<file path="src/rtl/ras_pkg.sv">
package ras_pkg;

  // Length in bytes of the calling instruction, by form.
  function automatic int unsigned call_len(input logic is_abs);
    return is_abs ? 3 : 2;
  endfunction

  // Return link = caller address + instruction length, wrapped to ADDR_W bits.
  function automatic logic [31:0] link_addr(input logic [31:0] pc,
                                            input logic is_abs,
                                            input int unsigned addr_w);
    logic [31:0] sum;
    logic [31:0] mask;
    sum  = pc + 32'(call_len(is_abs));
    mask = (32'd1 << addr_w) - 32'd1;
    return sum & mask;
  endfunction

endpackage

</file>
<file path="src/rtl/ras_store.sv">
module ras_store #(
  parameter int ADDR_W = 15,
  parameter int PTR_W  = 3
) (
  input  logic              clk,
  input  logic              rst_n,
  input  logic              wr_en,
  input  logic [PTR_W-1:0]  wr_idx,
  input  logic [ADDR_W-1:0] wr_data,
  input  logic [PTR_W-1:0]  rd_idx,
  output logic [ADDR_W-1:0] rd_data
);
  localparam int DEPTH = 1 << PTR_W;

  logic [ADDR_W-1:0] slot [DEPTH];
  logic [DEPTH-1:0]  hit;

  for (genvar g = 0; g < DEPTH; g++) begin : g_hit
    assign hit[g] = wr_en && (wr_idx == PTR_W'(g));
  end

  always_ff @(posedge clk) begin
    for (int i = 0; i < DEPTH; i++) begin
      if (!rst_n)      slot[i] <= '0;
      else if (hit[i]) slot[i] <= wr_data;
    end
  end

  assign rd_data = slot[rd_idx];
endmodule

</file>
<file path="src/rtl/ras_stat.sv">
module ras_stat #(
  parameter int PTR_W   = 3,
  parameter int PSU_W   = 8,
  parameter int INH_BIT = 5
) (
  input  logic             clk,
  input  logic             rst_n,
  input  logic             wr,
  input  logic [PSU_W-1:0] wdata,
  input  logic             push,
  input  logic             pop,
  input  logic             clr_inh,
  output logic [PSU_W-1:0] psu
);
  logic [PSU_W-1:0] nxt;
  logic [PTR_W-1:0] ptr;

  assign ptr = psu[PTR_W-1:0];

  always_comb begin
    nxt = psu;
    if (wr) begin
      nxt = wdata;
    end else begin
      if (push)     nxt[PTR_W-1:0] = ptr + PTR_W'(1);
      else if (pop) nxt[PTR_W-1:0] = ptr - PTR_W'(1);
      if (clr_inh)  nxt[INH_BIT] = 1'b0;
    end
  end

  always_ff @(posedge clk) begin
    if (!rst_n) psu <= '0;
    else        psu <= nxt;
  end
endmodule

</file>
<file path="src/rtl/ras_unit.sv">
module ras_unit #(
  parameter int ADDR_W  = 15,
  parameter int PTR_W   = 3,
  parameter int PSU_W   = 8,
  parameter int INH_BIT = 5
) (
  input  logic              clk,
  input  logic              rst_n,
  input  logic              call_req,
  input  logic              call_abs,
  input  logic [ADDR_W-1:0] call_pc,
  input  logic              ret_req,
  input  logic              ret_cond_met,
  input  logic              ret_ei,
  input  logic              psu_wr,
  input  logic [PSU_W-1:0]  psu_wdata,
  output logic [PSU_W-1:0]  psu_q,
  output logic [PTR_W-1:0]  sp,
  output logic [ADDR_W-1:0] tos,
  output logic              ret_taken
);
  // Named internal events, visible to the bound checker.
  logic              push_fire;
  logic              pop_fire;
  logic              clash;
  logic [ADDR_W-1:0] link;
  logic [PTR_W-1:0]  push_idx;
  logic [31:0]       link_w;

  assign clash     = call_req && ret_req;
  assign push_fire = call_req && !psu_wr;
  assign pop_fire  = ret_req && ret_cond_met && !psu_wr && !call_req;
  assign link_w    = ras_pkg::link_addr(32'(call_pc), call_abs, ADDR_W);
  assign link      = link_w[ADDR_W-1:0];
  assign sp        = psu_q[PTR_W-1:0];
  assign push_idx  = sp + PTR_W'(1);
  assign ret_taken = pop_fire;

  ras_stat #(.PTR_W(PTR_W), .PSU_W(PSU_W), .INH_BIT(INH_BIT)) u_stat (
    .clk     (clk),
    .rst_n   (rst_n),
    .wr      (psu_wr),
    .wdata   (psu_wdata),
    .push    (push_fire),
    .pop     (pop_fire),
    .clr_inh (pop_fire && ret_ei),
    .psu     (psu_q)
  );

  ras_store #(.ADDR_W(ADDR_W), .PTR_W(PTR_W)) u_store (
    .clk     (clk),
    .rst_n   (rst_n),
    .wr_en   (push_fire),
    .wr_idx  (push_idx),
    .wr_data (link),
    .rd_idx  (sp),
    .rd_data (tos)
  );
endmodule

</file>
<file path="config.mk">
export PLATFORM = sky130hd
export DESIGN_NAME = ras_unit
export DESIGN_NICKNAME = d
export VERILOG_FILES = /design/src/rtl/ras_pkg.sv /design/src/rtl/ras_store.sv /design/src/rtl/ras_stat.sv /design/src/rtl/ras_unit.sv
export SDC_FILE = /design/constraint.sdc
export NUM_CORES = 1
export LEC_CHECK = 0
export BUFFER_PORTS_ARGS = -buffer_cell sky130_fd_sc_hd__buf_2
export CORE_UTILIZATION = 35
export CTS_CLUSTER_DIAMETER = 40
export CTS_CLUSTER_SIZE = 10
export DETAILED_ROUTE_END_ITERATION = 8
export PLACE_DENSITY = 0.49
export SLEW_MARGIN = 20
export SYNTH_ARGS = -nofsm -noshare
export SYNTH_HDL_FRONTEND = slang
export SYNTH_SLANG_ARGS = --single-unit
export TNS_END_PERCENT = 20
</file>
<file path="constraint.sdc">
create_clock -name clk -period 4.8 [get_ports clk]
set_input_delay 0.96 -clock clk [delete_from_list [all_inputs] [get_ports clk]]
set_output_delay 0.96 -clock clk [all_outputs]
set_load 0.03 [all_outputs]
</file>
==> results of run 1 <==
path summary, 6_finish.rpt:
path / start / to / slack, ns / cells past startpoint
hold / removal: u_stat.psu[5] / u_stat.psu[5] / 0.47 / 2
hold reg to reg: u_stat.psu[5] / u_stat.psu[5] / 0.47 / 2
setup / recovery: flop / tos[1] / 1.30 / 4
setup reg to reg: u_stat.psu[0] / u_store.slot[6][5] / 2.01 / 5
layer usage:
metal / GRT usage [%] / wire length, microns
met5: 0 / 0
met4: 5.68 / 204
met3: 4.41 / 798
met2: 29.0 / 7360
met1: 25.1 / 6770
logic make-up (layout without fill, tap and decap cells):
logic type                 count (synthesis)  count (layout)  synth area share (%)
buffers and inverters                     37              94                  2.69
xor gates and xnor gates                  15              15                  2.19
muxes                                     49              49                  14.7
AOI/OAI and AO/OA                         24              24                  2.08
and+or+nand+nor                          179             179                  13.0
adders and majority gates                  8               8                  1.67
DFF                                      131             131                  63.7
final cells by class:
| type | instances | area, sq um | area share [%] |
|---|---|---|---|
| clock buffers | 20 | 437 | 6.29 |
| clock inverters | 9 | 67.6 | 0.973 |
| inverters | 7 | 26.3 | 0.378 |
| multi-input cells | 275 | 2020 | 29.1 |
| flip-flops and latches | 131 | 3830 | 55.1 |
| well taps | 220 | 275 | 3.96 |
| repair buffers | 58 | 293 | 4.21 |
layout by cell type, fill, tap and decap left out, types with 5 or more instances in the layout:
cell | netlist | routed
edfxtp_1 | 120 | 120
nor2_1 | 117 | 117
buf_2 | 9 | 57
mux4_2 | 30 | 30
nand2_1 | 21 | 21
clkbuf_16 | 0 | 17
mux2_2 | 15 | 15
a21oi_1 | 15 | 15
dfxtp_1 | 11 | 9
xnor2_1 | 8 | 8
ha_1 | 8 | 8
inv_1 | 7 | 7
xor2_1 | 7 | 7
nand3_1 | 7 | 7
nand2b_1 | 6 | 6
o21ai_0 | 6 | 6
nand4_1 | 6 | 6
nor2b_1 | 5 | 5
registers in the layout, summed over array words and instances, names as in the netlist, named ones only:
register and flops:
u_store.slot 120, u_stat.psu 8
power breakdown:
group	switching, W	internal (W)	leakage, nW
Clock	0.000451	0.000691	0.245
Sequential	0.0000409	0.00130	1.35
Combinational	0.000202	0.000121	1.03
worst max-delay path, delay by kind of cell, from the launching register on:
kind / cells / cell delay [ns]
buffers and inverters: 2 / 0.61
muxes: 2 / 0.84
DFF: 1 / 0.66
metrics by stage:
stage | std cells | hold slack [ns] | cell area, sq um
floorplan | 443 | 0.578 | 6010
global placement | 691 | 0.455 | 6440
detailed placement | 691 | 0.451 | 6440
CTS | 720 | 0.470 | 6950
global route | 720 | 0.515 | 6950
finish | 720 | 0.466 | 6950
==> results.json, run 1 <==
{
  "ir_drop_mv": 0.277,
  "core-area_sq_um": 16600,
  "route.detailed.drc": 0,
  "path_max_fanout": 16,
  "pre_cts_ws_ns": 1.64,
  "ctsRootBufferMaster": "clkbuf_16",
  "viasPerCell": 5.13,
  "grt_first_pass_wirelength_microns": 23000,
  "post_cts_resized": 0,
  "crit_path_end_kind": "primary output",
  "rsz0062_at_grt": "false",
  "fin_skew_ns": 0.00811,
  "powerDensity_nw_per_um2": 404,
  "numCtsBuffers": 17,
  "antenna-diode-count": 0,
  "grt_max_degree": 31,
  "areaGrowthSynthToFinish_pct": 15.6,
  "synth_top_cell_area_share_pct": 60.0,
  "gp_congestion": 0.764,
  "path_cells": "buf_4 -> mux4_2 -> mux2_2 -> buf_2",
  "clk_pin_slew_ns": 0.06,
  "synth_cells": 443,
  "syn_avg_cell_area_sq_um": 13.6,
  "num-nets-final": 529,
  "vias": 3695,
  "outcome": "finished clean",
  "final.setup.tns_ns": 0,
  "setup_viol": 0,
  "slew_headroom_pct": 31.8,
  "synth_edf_count": 120,
  "drive_above_1_share_pct": 26.2,
  "timing.final.crit_period_ns": 3.50,
  "min_period_over_period_pct": 72.9,
  "ys_warn_count": 0,
  "totalWireLength_microns": 15100,
  "setup_slack_ns": 1.30,
  "slowest_stage": "dfxtp_2",
  "portBuffers": 57,
  "clk_latency_ns": 0.41,
  "cts_setup_buffers": 0,
  "crit_type": "reg2out",
  "yosysUniqueCellTypes": 32,
  "rows": 47,
  "fmax_ghz": 0.286,
  "drv_cap": 0,
  "ant_nets": 0,
  "synth_top_flop_cell": "edfxtp_1",
  "ys_seq_area_share_pct": 63.7,
  "worst_path_largest_cell_delay_ns": 0.66,
  "async_flop_share_pct": 0,
  "synthTopCellsByCount": "edfxtp_1 (120), nor2_1 (117), mux4_2 (30)",
  "yosys.area.top_type": "edfxtp_1",
  "wl_per_cell_microns": 21.0,
  "grt_remaining_overflow": 0,
  "finish.utilization_pct": 41.7,
  "power_w": 0.00281,
  "die_x_microns": 133,
  "netlist_area_sq_um": 6010,
  "die_h_microns": 133,
  "drt_iter0_markers": 318,
  "io_pins": 58,
  "firstDrtPassIters": 5,
  "antenna_found_initial": 0,
  "cts_buffer_depth": 2,
  "initial_core_util_pct": 36.1,
  "grt_pass1_vias": 3686,
  "p_leak_nw": 2.62,
  "hp-class": "reg2reg",
  "ys_seq_elements": 131,
  "drv_slew": 0,
  "syn-num-nets": 482,
  "fillerInstances": 1547,
  "critPathLaunchType": "flop",
  "cp.arrival_ns": 2.54,
  "tritoncts": "built",
  "critPathRequiredTime_ns": 3.84,
  "ctsHoldBuffers": 0,
  "dpl.hpwl_microns": 9080,
  "hold_viol_final": 0,
  "clock-sinks": 131,
  "synth_most_common_cell": "edfxtp_1",
  "worst_slew_pin_slew_ns": 1.02,
  "synth_area_leaders": "edfxtp_1 (60%), mux4_2 (11%), nor2_1 (7.3%)",
  "dieArea_sq_um": 17700,
  "grt_usage_pct": 18.4,
  "cts_max_level": 4
}
(Power assumes the default switching activity.)
==> run 2, diff against run 1 <==
- PLACE_DENSITY: 0.49 -> 0.51
- clock period: 4.8 -> 3.15 ns (I/O delays scaled with it)
==> run 2 against run 1 <==
Final area is 1.9% higher. Non-clock buffer count is 16 higher. Global-route usage is 0.61 points lower. Clock-buffer cell count stayed put. First-iteration DRC count is 23% higher. Utilization is 0.80 points higher. Worst hold slack worse by 0.011 ns. Critical path depth stayed put. Worst setup slack worse by 1.0 ns. Largest cell class unchanged. Highest routed layer unchanged.
==> results.json, run 2 (synthesis results as in run 1) <==
{
  "dieArea_sq_um": 17700,
  "layout_common_cells": "edfxtp_1 (120), nor2_1 (117), buf_2 (57)",
  "rows": 47,
  "holdWs_ns": 0.456,
  "slowest_stage": "dfxtp_2",
  "critPathRequiredTime_ns": 2.52,
  "totalWireLength_microns": 14500,
  "cpLargestDelayFamily": "multiplexers",
  "vias": 3730,
  "power_w": 0.00428,
  "p_leak_nw": 2.71,
  "crit_type": "reg2out",
  "crit_path_end_kind": "primary output",
  "clock-sinks": 131,
  "die_x_microns": 133,
  "drt_iter0_markers": 391,
  "grt_remaining_overflow": 0,
  "cts_buffer_depth": 2,
  "p_switching_w": 0.00104,
  "outcome": "finished clean",
  "portBuffers": 57,
  "route.detailed.drc": 0,
  "powerDensity_nw_per_um2": 604,
  "switching_share_pct": 24.3,
  "p_int_w": 0.00324,
  "cp.arrival_ns": 2.25,
  "path_cells": "buf_12 -> mux4_2 -> mux2_2 -> buf_2",
  "clk_latency_ns": 0.42,
  "crit_buf_inv": 2,
  "rr_worst_depth": 6,
  "post_cts_resized": 0,
  "timing.final.crit_period_ns": 2.88,
  "pre_cts_ws_ns": 0.566,
  "cp.depth": 4,
  "gp_congestion": 0.764,
  "r2r_setup_slack_ns": 0.73,
  "firstDrtPassIters": 4,
  "hp-class": "in2reg",
  "antenna-diode-count": 0,
  "hold_viol_final": 0,
  "largest_reg_flops": 120,
  "drv_slew": 0,
  "fin_skew_ns": 0.00876,
  "drv_cap": 0,
  "setup_viol": 0,
  "cts_max_level": 4,
  "final.setup.tns_ns": 0,
  "path_max_fanout": 22,
  "grt_pass1_vias": 3791,
  "clk_pin_slew_ns": 0.05,
  "layout_commonest_cell": "edfxtp_1",
  "min_period_over_period_pct": 91.4,
  "antenna_found_initial": 0,
  "initial_core_util_pct": 36.1,
  "wl_per_cell_microns": 19.7,
  "regMostFlops": "u_store.slot",
  "reg_top3": "u_store.slot: 120 flops, u_stat.psu: 8 flops",
  "numCtsBuffers": 17,
  "critPathLaunchType": "flop",
  "num-nets-final": 545,
  "io_pins": 58,
  "viasPerCell": 5.06,
  "worst_path_largest_cell_delay_ns": 0.54,
  "ir_drop_mv": 0.412,
  "fmax_ghz": 0.347,
  "whs_path_depth": 3,
  "ant_nets": 0,
  "rsz0062_at_grt": "false",
  "slew_headroom_pct": 38.6,
  "worst_slew_pin_slew_ns": 0.921,
  "dpl.hpwl_microns": 8890,
  "grt_first_pass_wirelength_microns": 22400,
  "setup_slack_ns": 0.272,
  "fillerInstances": 1527,
  "tritoncts": "built",
  "pwr-share-comb_pct": 12.8,
  "drive_above_1_share_pct": 28.2,
  "ctsRootBufferMaster": "clkbuf_16",
  "grt_max_degree": 31,
  "p_clk_share_pct": 40.2,
  "ctsHoldBuffers": 0,
  "core-area_sq_um": 16600,
  "die_h_microns": 133,
  "grt_usage_pct": 17.8,
  "cts_setup_buffers": 0,
  "finish.utilization_pct": 42.5,
  "seq_power_share_pct": 47.1,
  "areaGrowthSynthToFinish_pct": 17.9
}
-- run 2: cell count changes in the layout (fill, tap and decap cells not counted), sizes merged --
| cell | change |
|---|---|
| buf | +16 |
| clkinv | +2 |
| clkinvlp | -1 |
-- run 2: metal layers --
layer	share of wire [%]	global-route usage (%)	vias up
li1	-	-	1738
met1	44	22.8	1869
met2	50	29.2	106
met3	5.1	3.72	17
met4	1.4	7.41	0
met5	0	0	-
-- run 2: stage by stage --
stage | instances | area [sq um]
CTS | 737 | 7080
finish | 737 | 7080
floorplan | 443 | 6010
global route | 737 | 7080
global placement | 707 | 6570
detailed placement | 707 | 6570
-- run 2: path summary, 6_finish.rpt --
| path | endpoint | from |
|---|---|---|
| max | tos[0] | flop |
| min | u_stat.psu[5] | psu_wdata[5] |
| max reg2reg | u_store.slot[6][6] | u_stat.psu[1] |
| min reg2reg | u_stat.psu[5] | u_stat.psu[5] |
-- run 2: area by class of cell --
cell class	count	area, sq um	area share, %
repair buffers	74	425	6.01
flip-flops and latches	131	3820	54.0
well taps	220	275	3.89
inverters	7	26.3	0.371
clock inverters	10	68.8	0.972
multi-input cells	275	2020	28.6
clock buffers	20	437	6.17
-- run 2: power by group through the flow --
stage | Combinational (W) | Sequential [W] | Clock (W)
4_1_cts | 0.000556 | 0.00201 | 0.00175
3_3_place_gp | 0.000552 | 0.00204 | 0
3_5_place_dp | 0.000555 | 0.00205 | 0
5_1_grt | 0.000590 | 0.00202 | 0.00182
6_report | 0.000547 | 0.00201 | 0.00172
2_1_floorplan | 0.000359 | 0.00205 | 0
-- run 2: worst reg2reg max path, stage by stage, from the launching register on --
cell,delay [ns]
dfxtp_1,0.45
ha_1,0.21
xor2_1,0.53
nor2b_1,0.42
nand2_1,0.10
nand2_1,0.08
buf_4,0.29
==> run 3, diff against run 2 <==
- GPL_TIMING_DRIVEN: default -> 0
==> run 3 against run 2 <==
Final cell count rose by 1.6%. Die area did not move. Routed wire length grew 2.7%. Register-to-register slack got worse by 0.27 ns. Via count increased by 0.83%. Largest cell class unchanged.
==> results.json, run 3 (synthesis results as in run 1) <==
{
  "hp-class": "in2reg",
  "core-area_sq_um": 16600,
  "fillerInstances": 1551,
  "timing.final.crit_period_ns": 3.06,
  "rsz0062_at_grt": "false",
  "drv_cap": 0,
  "numCtsBuffers": 17,
  "p_leak_nw": 2.69,
  "route.detailed.drc": 0,
  "grt_max_degree": 17,
  "rows": 47,
  "initial_core_util_pct": 36.1,
  "crit_path_end_kind": "primary output",
  "worst_path_largest_cell_delay_ns": 0.72,
  "largest_reg_flops": 120,
  "die_h_microns": 133,
  "ctsRootBufferMaster": "clkbuf_16",
  "ir_drop_mv": 0.352,
  "clock-sinks": 131,
  "areaGrowthSynthToFinish_pct": 18.3,
  "post_cts_resized": 0,
  "reg_top3": "u_store.slot: 120 flops, u_stat.psu: 8 flops",
  "wl_per_cell_microns": 19.9,
  "drive_above_1_share_pct": 26.8,
  "cpLargestDelayFamily": "buffers and inverters",
  "cp.arrival_ns": 2.43,
  "die_x_microns": 133,
  "dpl.hpwl_microns": 9870,
  "path_max_fanout": 10,
  "antenna_found_initial": 0,
  "regMostFlops": "u_store.slot",
  "fmax_ghz": 0.327,
  "grt_first_pass_wirelength_microns": 22800,
  "final.setup.tns_ns": 0,
  "clk_pin_slew_ns": 0.05,
  "r2r_setup_slack_ns": 0.46,
  "portBuffers": 55,
  "grt_usage_pct": 17.9,
  "fin_area_sq_um": 7110,
  "cts_max_level": 4,
  "grt_remaining_overflow": 0,
  "powerDensity_nw_per_um2": 619,
  "gp_congestion": 0.770,
  "antenna-diode-count": 0,
  "min_period_over_period_pct": 97.0,
  "totalWireLength_microns": 14900,
  "fin_skew_ns": 0.00576,
  "layout_common_cells": "edfxtp_1 (120), nor2_1 (117), buf_2 (64)",
  "placedInstanceArea_sq_um": 6560,
  "crit_buf_inv": 2,
  "cts_buffer_depth": 2,
  "slowest_stage": "clkbuf_1",
  "hold_viol_final": 0,
  "vias": 3761,
  "outcome": "finished clean",
  "drv_slew": 0,
  "grt_pass1_vias": 3971,
  "slew_headroom_pct": 33.3,
  "dieArea_sq_um": 17700,
  "critPathRequiredTime_ns": 2.52,
  "layout_commonest_cell": "edfxtp_1",
  "ant_nets": 0,
  "io_pins": 58,
  "worst_slew_pin_slew_ns": 0.993,
  "cts_setup_buffers": 0,
  "path_cells": "clkbuf_1 -> mux4_2 -> mux2_2 -> buf_2",
  "crit_type": "reg2out",
  "viasPerCell": 5.02,
  "num-nets-final": 556,
  "critPathLaunchType": "flop",
  "firstDrtPassIters": 6,
  "drt_iter0_markers": 246,
  "setup_viol": 0,
  "clk_latency_ns": 0.42,
  "ctsHoldBuffers": 0,
  "tritoncts": "built"
}
## run 3: per-stage QoR
step | power [W] | std cells | util (%) | hold slack [ns] | setup slack, ns
2_1_floorplan | 0.00241 | 443 | - | 0.578 | 0.865
3_3_place_gp | 0.00259 | 718 | 39.4 | 0.467 | 0.424
3_5_place_dp | 0.00260 | 718 | 39.4 | 0.455 | 0.419
4_1_cts | 0.00443 | 749 | 42.7 | 0.442 | 0.0491
5_1_grt | 0.00454 | 749 | 42.7 | 0.477 | 0.00173
6_report | 0.00440 | 749 | 42.7 | 0.461 | 0.0944
## run 3: path summary, 6_finish.rpt
check	startpoint	cells past startpoint	to
hold reg to reg	u_stat.psu[5]	2	u_stat.psu[5]
setup / recovery	flop	4	tos[8]
setup reg to reg	u_stat.psu[1]	5	u_store.slot[7][10]
hold / removal	psu_wdata[5]	3	u_stat.psu[5]
## run 3: area by class of cell
type                    instances  area, sq um  share of cell area, %
well taps                     220          275                   3.87
multi-input cells             275         2020                   28.4
clock buffers                  20          437                   6.14
inverters                       7         26.3                  0.370
plain buffers                  30          135                   1.90
clock inverters                11          114                   1.60
repair buffers                 55          275                   3.87
flip-flops and latches        131         3820                   53.8
## run 3: tightest hold or removal path, delay by kind of cell
kind	cells	cell delay (ns)
AO/OA/AOI/OAI	1	0.07
AND/OR/NAND/NOR	1	0.06
buffers and inverters	1	0.08
## run 3: metal layers
metal / global-route usage [%] / up-vias / share of wire, %
met2: 28.7 / 114 / 48
met4: 6.07 / 0 / 1.6
met5: 0 / - / 0
met1: 24.1 / 1864 / 45
li1: - / 1761 / -
met3: 3.91 / 22 / 5.0
## run 3: power breakdown
part / internal (W) / switching (W) / total (W) / leakage (nW)
registers: 0.00198 / 0.0000274 / 0.00201 / 1.35
clock network: 0.00115 / 0.000695 / 0.00184 / 0.261
logic: 0.000194 / 0.000352 / 0.000545 / 1.08
